==> config.mk <==
export PLATFORM = sky130hd
export DESIGN_NAME = spi_mem_bridge
export DESIGN_NICKNAME = d
export VERILOG_FILES = /design/src/rtl/spi_mb_pkg.sv /design/src/rtl/spi_mb_sync.sv /design/src/rtl/spi_mb_frame.sv /design/src/rtl/spi_mb_tx.sv /design/src/rtl/spi_mem_bridge.sv
export SDC_FILE = /design/constraint.sdc
export NUM_CORES = 1
export LEC_CHECK = 0
export ABC_CLOCK_PERIOD_IN_PS = 13550
export BUFFER_PORTS_ARGS = -buffer_cell sky130_fd_sc_hd__buf_4
export CAP_MARGIN = 20
export CORE_MARGIN = 1
export CORE_UTILIZATION = 52
export CTS_CLUSTER_DIAMETER = 60
export CTS_CLUSTER_SIZE = 40
export DETAILED_ROUTE_END_ITERATION = 10
export PLACE_DENSITY_LB_ADDON = 0.25
export SLEW_MARGIN = 30
export SYNTH_ARGS = -nofsm -noshare
export SYNTH_HDL_FRONTEND = slang
export SYNTH_SLANG_ARGS = --single-unit
==> constraint.sdc <==
create_clock -name clk -period 13.55 [get_ports clk]
set_input_delay 2.0325 -clock clk [delete_from_list [all_inputs] [get_ports clk]]
set_output_delay 2.0325 -clock clk [all_outputs]
set_load 0.05 [all_outputs]
==> src/rtl/spi_mb_pkg.sv <==
`timescale 1ns/1ps
package spi_mb_pkg;
  localparam int HDR_BITS   = 40;
  localparam int DUMMY_BITS = 32;

  // bytes per data word for a command byte, 0 for an unknown command
  function automatic logic [3:0] op_bytes(input logic [7:0] op);
    if (op < 8'd2)      return 4'd2;
    else if (op < 8'd4) return 4'd4;
    else if (op < 8'd6) return 4'd8;
    else                return 4'd0;
  endfunction

  // byte lane of a word inside the 8-byte memory beat
  function automatic logic [2:0] lane_of(input logic [2:0] a, input logic [3:0] nb);
    return a & ~(nb[2:0] - 3'd1);
  endfunction

  function automatic logic [63:0] word_mask(input logic [3:0] nb);
    if (nb == 4'd8) return '1;
    return (64'd1 << {nb, 3'b000}) - 64'd1;
  endfunction

  function automatic logic [7:0] byte_en(input logic [3:0] nb, input logic [2:0] lane);
    logic [15:0] m;
    m = ((16'd1 << nb) - 16'd1) << lane;
    return m[7:0];
  endfunction

  function automatic logic in_window(input logic [31:0] a, input logic [31:0] lo,
                                     input logic [31:0] hi);
    return (a >= lo) && (a < hi);
  endfunction
endpackage

==> src/rtl/spi_mb_sync.sv <==
`timescale 1ns/1ps
module spi_mb_sync #(
  parameter int STAGES = 2
) (
  input  logic clk,
  input  logic rst_n,
  input  logic sclk,
  input  logic cs_n,
  input  logic mosi,
  output logic sclk_rise,
  output logic sclk_fall,
  output logic cs_fall,
  output logic cs_act,
  output logic mosi_s
);
  // bit 2 sclk, bit 1 cs_n, bit 0 mosi; last entry is the edge-detect history
  logic [STAGES:0][2:0] pipe;

  always_ff @(posedge clk or negedge rst_n) begin
    if (!rst_n) begin
      pipe <= {(STAGES + 1){3'b010}};
    end else begin
      pipe[0] <= {sclk, cs_n, mosi};
      for (int i = 1; i <= STAGES; i++) pipe[i] <= pipe[i-1];
    end
  end

  assign cs_act    = ~pipe[STAGES-1][1];
  assign cs_fall   = ~pipe[STAGES-1][1] &  pipe[STAGES][1];
  assign sclk_rise =  pipe[STAGES-1][2] & ~pipe[STAGES][2];
  assign sclk_fall = ~pipe[STAGES-1][2] &  pipe[STAGES][2];
  assign mosi_s    =  pipe[STAGES-1][0];
endmodule

==> src/rtl/spi_mb_frame.sv <==
`timescale 1ns/1ps
module spi_mb_frame #(
  parameter int CNT_W = 12
) (
  input  logic             clk,
  input  logic             rst_n,
  input  logic             cs_fall,
  input  logic             cs_act,
  input  logic             sclk_rise,
  input  logic             mosi_s,
  output logic [CNT_W-1:0] bit_cnt,
  output logic [63:0]      rx_sh,
  output logic             bit_evt
);
  localparam logic [CNT_W-1:0] CNT_MAX = '1;

  always_ff @(posedge clk or negedge rst_n) begin
    if (!rst_n) begin
      bit_cnt <= '0;
      rx_sh   <= '0;
      bit_evt <= 1'b0;
    end else begin
      bit_evt <= cs_act && sclk_rise && !cs_fall;
      if (cs_fall) begin
        bit_cnt <= '0;
      end else if (cs_act && sclk_rise) begin
        rx_sh <= {rx_sh[62:0], mosi_s};
        if (bit_cnt != CNT_MAX) bit_cnt <= bit_cnt + 1'b1;
      end
    end
  end
endmodule

==> src/rtl/spi_mb_tx.sv <==
`timescale 1ns/1ps
module spi_mb_tx import spi_mb_pkg::*; (
  input  logic        clk,
  input  logic        rst_n,
  input  logic        cs_act,
  input  logic        cap_en,
  input  logic [2:0]  cap_lane,
  input  logic [3:0]  nb,
  input  logic [63:0] rdata,
  input  logic        load,
  input  logic        shift,
  output logic        miso
);
  logic [63:0] buf_q, sh_q, aligned;

  // prefetched word moved to the top so its most significant bit leads
  assign aligned = buf_q << (7'd64 - {nb, 3'b000});

  always_ff @(posedge clk or negedge rst_n) begin
    if (!rst_n) begin
      buf_q <= '0;
      sh_q  <= '0;
      miso  <= 1'b0;
    end else begin
      if (cap_en) buf_q <= (rdata >> {cap_lane, 3'b000}) & word_mask(nb);
      if (!cs_act) begin
        miso <= 1'b0;
      end else if (load) begin
        miso <= aligned[63];
        sh_q <= aligned << 1;
      end else if (shift) begin
        miso <= sh_q[63];
        sh_q <= sh_q << 1;
      end
    end
  end
endmodule

==> src/rtl/spi_mem_bridge.sv <==
`timescale 1ns/1ps
module spi_mem_bridge import spi_mb_pkg::*; #(
  parameter logic [31:0] WIN_LO          = 32'h1802_0000,
  parameter logic [31:0] WIN_HI          = 32'h1802_1000,
  parameter int          BURST_MAX_BYTES = 240,
  parameter int          SYNC_STAGES     = 2,
  parameter int          CNT_W           = 12
) (
  input  logic        clk,
  input  logic        rst_n,
  input  logic        spi_sclk,
  input  logic        spi_cs_n,
  input  logic        spi_mosi,
  output logic        spi_miso,
  output logic        mem_req,
  output logic        mem_we,
  output logic [31:0] mem_addr,
  output logic [7:0]  mem_be,
  output logic [63:0] mem_wdata,
  input  logic [63:0] mem_rdata,
  output logic        range_err
);
  localparam int WORD_CAP = BURST_MAX_BYTES / 8;
  localparam int WCNT_W   = $clog2(WORD_CAP + 2);
  localparam logic [CNT_W-1:0] HDR_END = CNT_W'(HDR_BITS);
  localparam logic [CNT_W-1:0] RD_BEG  = CNT_W'(HDR_BITS + DUMMY_BITS);

  logic sclk_rise, sclk_fall, cs_fall, cs_act, mosi_s, bit_evt;
  logic [CNT_W-1:0] bit_cnt;
  logic [63:0]      rx_sh;

  spi_mb_sync #(.STAGES(SYNC_STAGES)) u_sync (
    .clk(clk), .rst_n(rst_n), .sclk(spi_sclk), .cs_n(spi_cs_n), .mosi(spi_mosi),
    .sclk_rise(sclk_rise), .sclk_fall(sclk_fall), .cs_fall(cs_fall),
    .cs_act(cs_act), .mosi_s(mosi_s));

  spi_mb_frame #(.CNT_W(CNT_W)) u_frame (
    .clk(clk), .rst_n(rst_n), .cs_fall(cs_fall), .cs_act(cs_act),
    .sclk_rise(sclk_rise), .mosi_s(mosi_s), .bit_cnt(bit_cnt), .rx_sh(rx_sh),
    .bit_evt(bit_evt));

  // command state
  logic [7:0]        op_q;
  logic [31:0]       addr_q;
  logic [3:0]        nb_q;
  logic              is_rd_q, active_q, err_q, rd_pend_q;
  logic [2:0]        lane_pf_q;
  logic [WCNT_W-1:0] words_q;

  // named events
  logic        hdr_op_evt, hdr_done, op_valid, hdr_win_ok, hdr_accept;
  logic        wr_fire, rd_load, rd_shift, pf_fire, at_cap;
  logic [3:0]  hdr_nb, cur_nb;
  logic [31:0] hdr_addr, cur_addr;
  logic [2:0]  cur_lane;
  logic [6:0]  wmask;
  logic [CNT_W-1:0] wr_bits, rd_bits;

  assign hdr_op_evt = bit_evt && (bit_cnt == CNT_W'(8));
  assign hdr_done   = bit_evt && (bit_cnt == HDR_END);
  assign hdr_addr   = rx_sh[31:0];
  assign hdr_nb     = op_bytes(op_q);
  assign op_valid   = (hdr_nb != 4'd0);
  assign hdr_win_ok = (hdr_nb != 4'd2) || in_window(hdr_addr, WIN_LO, WIN_HI);
  assign hdr_accept = hdr_done && op_valid && hdr_win_ok;

  assign wmask   = {nb_q, 3'b000} - 7'd1;
  assign wr_bits = bit_cnt - HDR_END;
  assign rd_bits = bit_cnt - RD_BEG;
  assign at_cap  = (nb_q == 4'd8) && (words_q >= WCNT_W'(WORD_CAP));

  assign wr_fire  = bit_evt && active_q && !is_rd_q && (bit_cnt > HDR_END)
                    && ((wr_bits[6:0] & wmask) == 7'd0) && !at_cap;
  assign rd_load  = sclk_fall && cs_act && active_q && is_rd_q && (bit_cnt >= RD_BEG)
                    && ((rd_bits[6:0] & wmask) == 7'd0);
  assign rd_shift = sclk_fall && cs_act && active_q && is_rd_q && (bit_cnt >= RD_BEG)
                    && ((rd_bits[6:0] & wmask) != 7'd0);
  assign pf_fire  = (hdr_accept && !op_q[0]) || rd_load;

  assign cur_addr = hdr_done ? hdr_addr : addr_q;
  assign cur_nb   = hdr_done ? hdr_nb   : nb_q;
  assign cur_lane = lane_of(cur_addr[2:0], cur_nb);

  always_ff @(posedge clk or negedge rst_n) begin
    if (!rst_n) begin
      mem_req   <= 1'b0;
      mem_we    <= 1'b0;
      mem_addr  <= '0;
      mem_be    <= '0;
      mem_wdata <= '0;
      rd_pend_q <= 1'b0;
      lane_pf_q <= '0;
      op_q      <= '0;
      addr_q    <= '0;
      nb_q      <= '0;
      is_rd_q   <= 1'b0;
      active_q  <= 1'b0;
      err_q     <= 1'b0;
      words_q   <= '0;
    end else begin
      mem_req   <= wr_fire || pf_fire;
      mem_we    <= wr_fire;
      rd_pend_q <= mem_req && !mem_we;
      if (wr_fire || pf_fire) begin
        mem_addr  <= {cur_addr[31:3], 3'b000};
        mem_be    <= byte_en(cur_nb, cur_lane);
        mem_wdata <= (rx_sh & word_mask(cur_nb)) << {cur_lane, 3'b000};
      end
      if (pf_fire) lane_pf_q <= cur_lane;

      if (cs_fall) begin
        err_q    <= 1'b0;
        active_q <= 1'b0;
        words_q  <= '0;
      end else if (!cs_act) begin
        active_q <= 1'b0;
      end else begin
        if (hdr_op_evt) op_q <= rx_sh[7:0];
        if (hdr_done) begin
          nb_q     <= hdr_nb;
          is_rd_q  <= !op_q[0];
          active_q <= hdr_accept;
          err_q    <= op_valid && !hdr_win_ok;
          addr_q   <= hdr_addr + ((hdr_accept && !op_q[0]) ? {28'd0, hdr_nb} : 32'd0);
        end else if (wr_fire || rd_load) begin
          addr_q <= addr_q + {28'd0, nb_q};
        end
        if (wr_fire && nb_q == 4'd8) words_q <= words_q + 1'b1;
      end
    end
  end

  spi_mb_tx u_tx (
    .clk(clk), .rst_n(rst_n), .cs_act(cs_act), .cap_en(rd_pend_q),
    .cap_lane(lane_pf_q), .nb(nb_q), .rdata(mem_rdata), .load(rd_load),
    .shift(rd_shift), .miso(spi_miso));

  assign range_err = err_q;
endmodule

==> results of run 1 <==
## power by group
part           leakage [nW]  switching [mW]  internal [mW]  total (mW)
Clock                 0.607           0.528          0.555        1.08
Combinational          5.03          0.0827         0.0513       0.134
Sequential             4.98          0.0280           1.12        1.15
Total                  10.6           0.638           1.73        2.37
## logic make-up after synthesis
group,share of synthesized area [%]
other cells,0.0169
mux,10.5
simple gates,15.8
fa+ha+maj,1.76
xor+xnor,2.01
buf+inv,4.49
compound gates,23.6
flops,41.9
## routing by layer
layer | track usage, % | share of wire [%]
met1 | 41.3 | 39
met2 | 57.5 | 49
met3 | 3.92 | 5.7
met4 | 19.8 | 6.2
met5 | 0 | 0
## cells in the final DEF, fill, tap and decap left out, types with 32 or more instances in the layout
cell,n
a221oi_1,54
nor3_1,45
a21oi_1,150
o2bb2ai_1,48
clkbuf_16,37
a211oi_1,33
o22ai_1,33
a31oi_1,42
o21ai_0,152
nand2_1,313
mux2_2,90
nand3_1,45
dfrtp_1,366
and3_1,38
inv_1,32
a22o_1,40
buf_4,203
nor2_1,193
mux2i_1,91
## cell type report
class / count / share of cell area, %
clock buffers: 37 / 3.69
multi-input cells: 1806 / 48.0
inverters: 36 / 0.538
well taps: 539 / 2.69
flip-flops and latches: 372 / 37.1
clock inverters: 26 / 1.30
repair buffers: 210 / 6.69
## metrics by stage
step / setup slack [ns] / power, mW / util (%) / hold slack (ns) / cells
finish: 7.60 / 2.37 / 59.7 / 0.359 / 3026
global route: 7.14 / 2.43 / 59.7 / 0.368 / 3026
floorplan: 8.88 / 1.22 / - / 0.331 / 2425
detailed placement: 7.68 / 1.30 / 56.5 / 0.345 / 2961
CTS: 7.67 / 2.38 / 59.5 / 0.362 / 3024
global placement: 7.85 / 1.30 / 56.3 / 0.332 / 2959
## worst min path at each step
stage | startpoint | to | depth (start not counted)
detailed placement | u_sync.pipe[0]$_DFF_PN0_ | u_sync.mosi_s$_DFF_PN0_ | 0
CTS | u_sync.pipe[1]$_DFF_PN1_ | u_sync.pipe[4]$_DFF_PN1_ | 0
global route | u_sync.pipe[1]$_DFF_PN1_ | u_sync.pipe[4]$_DFF_PN1_ | 0
finish | u_sync.pipe[0]$_DFF_PN0_ | u_sync.mosi_s$_DFF_PN0_ | 0
global placement | u_sync.pipe[0]$_DFF_PN0_ | u_sync.mosi_s$_DFF_PN0_ | 0
floorplan | u_sync.pipe[0]$_DFF_PN0_ | u_sync.mosi_s$_DFF_PN0_ | 0
## flip-flops by register name, summed over array words and instances (netlist names), 5 cells and up
register,count
addr_q,32
mem_addr,29
mem_be,8
mem_wdata,64
op_q,8
u_frame.bit_cnt,12
u_frame.rx_sh,64
u_sync.pipe,7
u_tx.buf_q,64
u_tx.sh_q,63
words_q,5
==> impl_metrics.py, run 1 <==
metrics = {
    "run_status": {
        "status": "complete, no violations",
    },
    "synth": {
        "post_synth_num_cell_types": 84,
        "synth_top_area_share_pct": 41.6,
        "yosys.area.top_type": "dfrtp_1",
        "syn_avg_cell_area_um2": 9.17,
        "synth.cell_area_mm2": 0.0222,
        "async_flop_share_pct": 100,
        "synth_common_cells": "dfrtp_1, nand2_1, nor2_1, clkbuf_1, a21oi_1",
        "synthesis.yosys.warnings": 0,
        "synth_edf_count": 0,
        "synthFlopType": "dfrtp_1",
        "netlist_instances": 2423,
        "synthTopCellsByArea": "dfrtp_1, nand2_1, mux2_2, mux2i_1, a21oi_1",
        "synth.most_common_cell": "dfrtp_1",
        "ys_seq_area_share_pct": 41.9,
        "ys_ff_latch": 372,
    },
    "die": {
        "fp.coreArea_mm2": 0.0420,
        "dieArea_mm2": 0.0436,
        "die-height_um": 209,
        "ioPinCount": 177,
        "rows": 75,
        "start_util_pct": 52.9,
        "die_w_um": 209,
    },
    "setup_path": {
        "path_class": "flip-flop to flip-flop",
        "r2r_slack_ns": 7.60,
        "r2r-start": "nb_q[0]$_DFFE_PN0P_",
        "crit_family": "buffers and inverters",
        "r2r_cells": 14,
        "path_depth": 14,
        "cp_slowest_cell": "buf_4",
        "crit_start": "nb_q[0]$_DFFE_PN0P_",
        "end_kind": "flip-flop",
        "crit_chain": "buf_4, inv_1, ha_1, buf_4, o221ai_1, nor4_1, o221ai_1, inv_1, nor3_2, buf_4, inv_2, buf_4, nand2_1, o31ai_1",
        "start_kind": "flip-flop",
        "cpMostUsedCell": "buf_4",
        "r2r_end": "mem_wdata[43]$_DFFE_PN0P_",
        "slowest_delay_ns": 0.71,
        "cp_data_required_time_ns": 14.02,
        "cp.buffers_inverters": 7,
        "critPathMaxFanout": 76,
        "crit_path_end": "mem_wdata[43]$_DFFE_PN0P_",
        "cp.arrival_ns": 6.42,
    },
    "grt": {
        "first_global_vias": 19831,
        "grt_pass1_wl_um": 114000,
        "overflow": 0,
        "grt_max_degree": 167,
        "antenna_found_initial": 0,
        "grt_usage_pct": 33.7,
    },
    "cts": {
        "root_buffer": "clkbuf_16",
        "cts_buffers": 35,
        "cts_tree": "built",
        "cts_resized": 0,
        "cts_setup_buffers": 0,
        "cts_buffer_depth": 3,
        "clk_latency_ns": 0.57,
        "cts_max_level": 2,
        "clock_sinks": 372,
        "clkSlewWorstSetupHoldPaths_ns": 0.08,
        "cts-hold-fix-buffers": 0,
    },
    "layout": {
        "drive_gt1_share_pct": 17.4,
        "multi_input_area_mm2": 0.0120,
        "final_design_area_no_fill_mm2": 0.0251,
        "antenna_cells": 0,
        "final_nets": 2560,
        "area_delta_synth_final_pct": 12.9,
        "seq_area_mm2": 0.00932,
        "fillers": 3625,
    },
    "run": {
        "max-cap-violations": 0,
    },
    "route": {
        "drt-total-wl_um": 74300,
        "postRouteAntennaNets": 0,
        "firstDrtPassIters": 6,
        "wl_per_cell_um": 24.6,
        "drc": 0,
        "via_count": 20219,
        "drtIter0Drc": 1907,
        "via_per_inst": 6.68,
    },
    "sta": {
        "hold_violations": 0,
        "max_clock_freq_mhz": 168,
        "rsz0062_at_grt": "false",
        "finalCriticalPeriod_ns": 5.95,
        "slew_viol_final": 0,
        "setup_tns_ns": 0,
        "worst_pin_slew_ns": 1.01,
        "finalClockSkew_ns": 0.0228,
        "setup_viol": 0,
        "relSlewSlack_pct": 32.8,
        "post-route-period-util_pct": 43.9,
    },
    "placement": {
        "io_buffer_count": 173,
        "dp_hpwl_um": 51800,
        "globalplace.congestion": 0.959,
        "dpl_cell_area_mm2": 0.0238,
    },
    "power_and_ir_drop": {
        "cellPowerDensity_mw_per_mm2": 94.3,
        "peakVddDrop_v": 0.000110,
        "leakagePower_nw": 10.6,
    },
    "worst_hold_path": {
        "worstHoldPathType": "flip-flop to flip-flop",
    },
}
No activity file was read; power rests on OpenSTA's default activity.
==> run 2, diff against run 1 <==
- ABC_CLOCK_PERIOD_IN_PS: 13550 -> 5900
- clock period: 13.55 -> 5.9 ns (I/O delays scaled with it)
==> impl_metrics.py, run 2 (synthesized netlist as in run 1, its figures left out) <==
metrics = {
    "worst_hold_path": {
        "worstHoldPathType": "input pin to asynchronous set/reset pin",
    },
    "power_and_ir_drop": {
        "cellPowerDensity_mw_per_mm2": 215,
        "switchingPower_mw": 1.45,
        "seqPwrFrac_pct": 49.8,
        "netSwitchingFraction_pct": 26.8,
        "power_frac_comb_pct": 4.6,
        "intPower_mw": 3.94,
        "clockPowerShare_pct": 45.6,
        "peakVddDrop_v": 0.000220,
        "leakagePower_nw": 10.6,
        "power_mw": 5.39,
    },
    "sta": {
        "setup_viol": 0,
        "rsz0062_at_grt": "false",
        "slew_viol_final": 0,
        "finalCriticalPeriod_ns": 5.04,
        "hold_ws_ns": 0.239,
        "post-route-period-util_pct": 85.4,
        "finalClockSkew_ns": 0.0263,
        "setup_tns_ns": 0,
        "hold_violations": 0,
        "relSlewSlack_pct": 35.6,
        "max_clock_freq_mhz": 198,
        "worst_pin_slew_ns": 0.966,
    },
    "grt": {
        "antenna_found_initial": 1,
        "first_global_vias": 19955,
        "grt_max_degree": 163,
        "overflow": 0,
        "grt_usage_pct": 34.4,
        "grt_pass1_wl_um": 116000,
    },
    "setup_path": {
        "cp_data_required_time_ns": 6.38,
        "cp.arrival_ns": 5.52,
        "cp_slowest_cell": "or4_4",
        "path_class": "flip-flop to flip-flop",
        "slowest_delay_ns": 0.70,
        "end_kind": "flip-flop",
        "cpMostUsedCell": "inv_1",
        "start_kind": "flip-flop",
        "critPathMaxFanout": 12,
        "crit_chain": "or3_1, or4_4, nand2_1, and2_1, ha_1, inv_1, nor2_1, inv_1, ha_1, inv_1, a21oi_1, a21o_1, a221oi_1, o32ai_1, a31o_1",
    },
    "die": {
        "dieArea_mm2": 0.0436,
        "die-height_um": 209,
        "fp.coreArea_mm2": 0.0420,
        "rows": 75,
        "ioPinCount": 177,
        "start_util_pct": 52.9,
        "die_w_um": 209,
    },
    "cts": {
        "cts_tree": "built",
        "clock_sinks": 372,
        "cts-hold-fix-buffers": 0,
        "cts_buffer_depth": 3,
        "cts_max_level": 2,
        "clkSlewWorstSetupHoldPaths_ns": 0.09,
        "cts_resized": 0,
        "cts_setup_buffers": 0,
        "cts_buffers": 35,
        "clk_latency_ns": 0.59,
        "root_buffer": "clkbuf_16",
    },
    "run_status": {
        "status": "complete, no violations",
    },
    "layout": {
        "drive_gt1_share_pct": 17.4,
        "antenna_cells": 0,
        "most-common-layout-cells": "dfrtp_1, nand2_1, buf_4",
        "largestRegisters": "mem_wdata (64), u_frame.rx_sh (64), u_tx.buf_q (64)",
        "area_delta_synth_final_pct": 12.7,
        "seq_area_mm2": 0.00932,
        "multi_input_area_mm2": 0.0120,
        "fillers": 3753,
        "final_common_cell": "dfrtp_1",
        "final_nets": 2566,
        "final_util_pct": 59.6,
    },
    "route": {
        "via_per_inst": 6.67,
        "firstDrtPassIters": 6,
        "wl_per_cell_um": 24.8,
        "drt-total-wl_um": 75200,
        "via_count": 20209,
        "drtIter0Drc": 1967,
        "postRouteAntennaNets": 0,
        "drc": 0,
    },
    "run": {
        "max-cap-violations": 0,
    },
    "placement": {
        "globalplace.congestion": 0.959,
        "dp_hpwl_um": 52200,
        "io_buffer_count": 173,
    },
}
==> run 2: changes by cell type in the layout (fill, tap and decap cells not counted), moves of 3 or more <==
cell | before | now
a21oi_2 | 6 | 3
buf_4 | 203 | 212
inv_6 | 3 | 6
a21oi_1 | 150 | 153
buf_16 | 4 | 1
clkbuf_8 | 0 | 3
inv_8 | 8 | 5
==> run 2: per-layer routing <==
metal	vias up	part of all wire [%]	GRT usage [%]	wire, um
li1	9062	-	-	-
met1	9994	38	42.1	28900
met2	896	49	58.3	37100
met3	257	6.5	5.05	4870
met4	0	5.7	18.8	4290
met5	-	0	0	0
==> run 2: final cells by class <==
class                      count  area share [%]
clock buffer                  40            3.86
clock inverter                23            1.07
inverter                      36           0.540
multi-input combinational   1806            47.9
sequential                   372            37.2
tap                          539            2.69
timing repair buffer         216            6.69
==> run 2: power by group through the flow <==
stage                     registers, mW  clock network, mW  logic (mW)
after global routing               2.68               2.57       0.275
after detailed placement           2.73                  0       0.247
final                              2.68               2.46       0.249
after global placement             2.72                  0       0.241
after CTS                          2.68               2.49       0.249
after floorplan                    2.65                  0       0.142
==> run 2: stage by stage <==
stage / instance area, um^2 / worst slack [ns] / cells
after floorplan: 22200 / 1.23 / 2425
after global placement: 23700 / 0.977 / 2968
after detailed placement: 23800 / 0.899 / 2968
after CTS: 25000 / 0.926 / 3031
after global routing: 25000 / 0.524 / 3032
final: 25000 / 0.859 / 3032
==> run 2: final timing paths <==
path	slack [ns]	endpoint	cells after the start	start
max in group asynchronous	4.30	u_sync.pipe[7]$_DFF_PN1_	3	rst_n
max reg2reg	0.86	mem_wdata[57]$_DFFE_PN0P_	15	u_frame.bit_cnt[7]$_DFFE_PN0P_
max	0.86	mem_wdata[57]$_DFFE_PN0P_	15	u_frame.bit_cnt[7]$_DFFE_PN0P_
min in group clk	0.36	u_sync.pipe[5]$_DFF_PN0_	0	u_sync.pipe[2]$_DFF_PN0_
min	0.24	u_tx.buf_q[36]$_DFFE_PN0P_	1	rst_n
min reg2reg	0.36	u_sync.pipe[5]$_DFF_PN0_	0	u_sync.pipe[2]$_DFF_PN0_
==> run 2: worst max-delay path, delay by kind of cell, from the launching register on <==
| family | cells | cell delay, ns |
|---|---|---|
| AND/OR/NAND/NOR | 5 | 1.97 |
| AO/OA/AOI/OAI | 5 | 1.38 |
| adder cells (fa/ha/maj) | 2 | 0.71 |
| buffers and inverters | 3 | 0.46 |
| flip-flops | 1 | 0.41 |
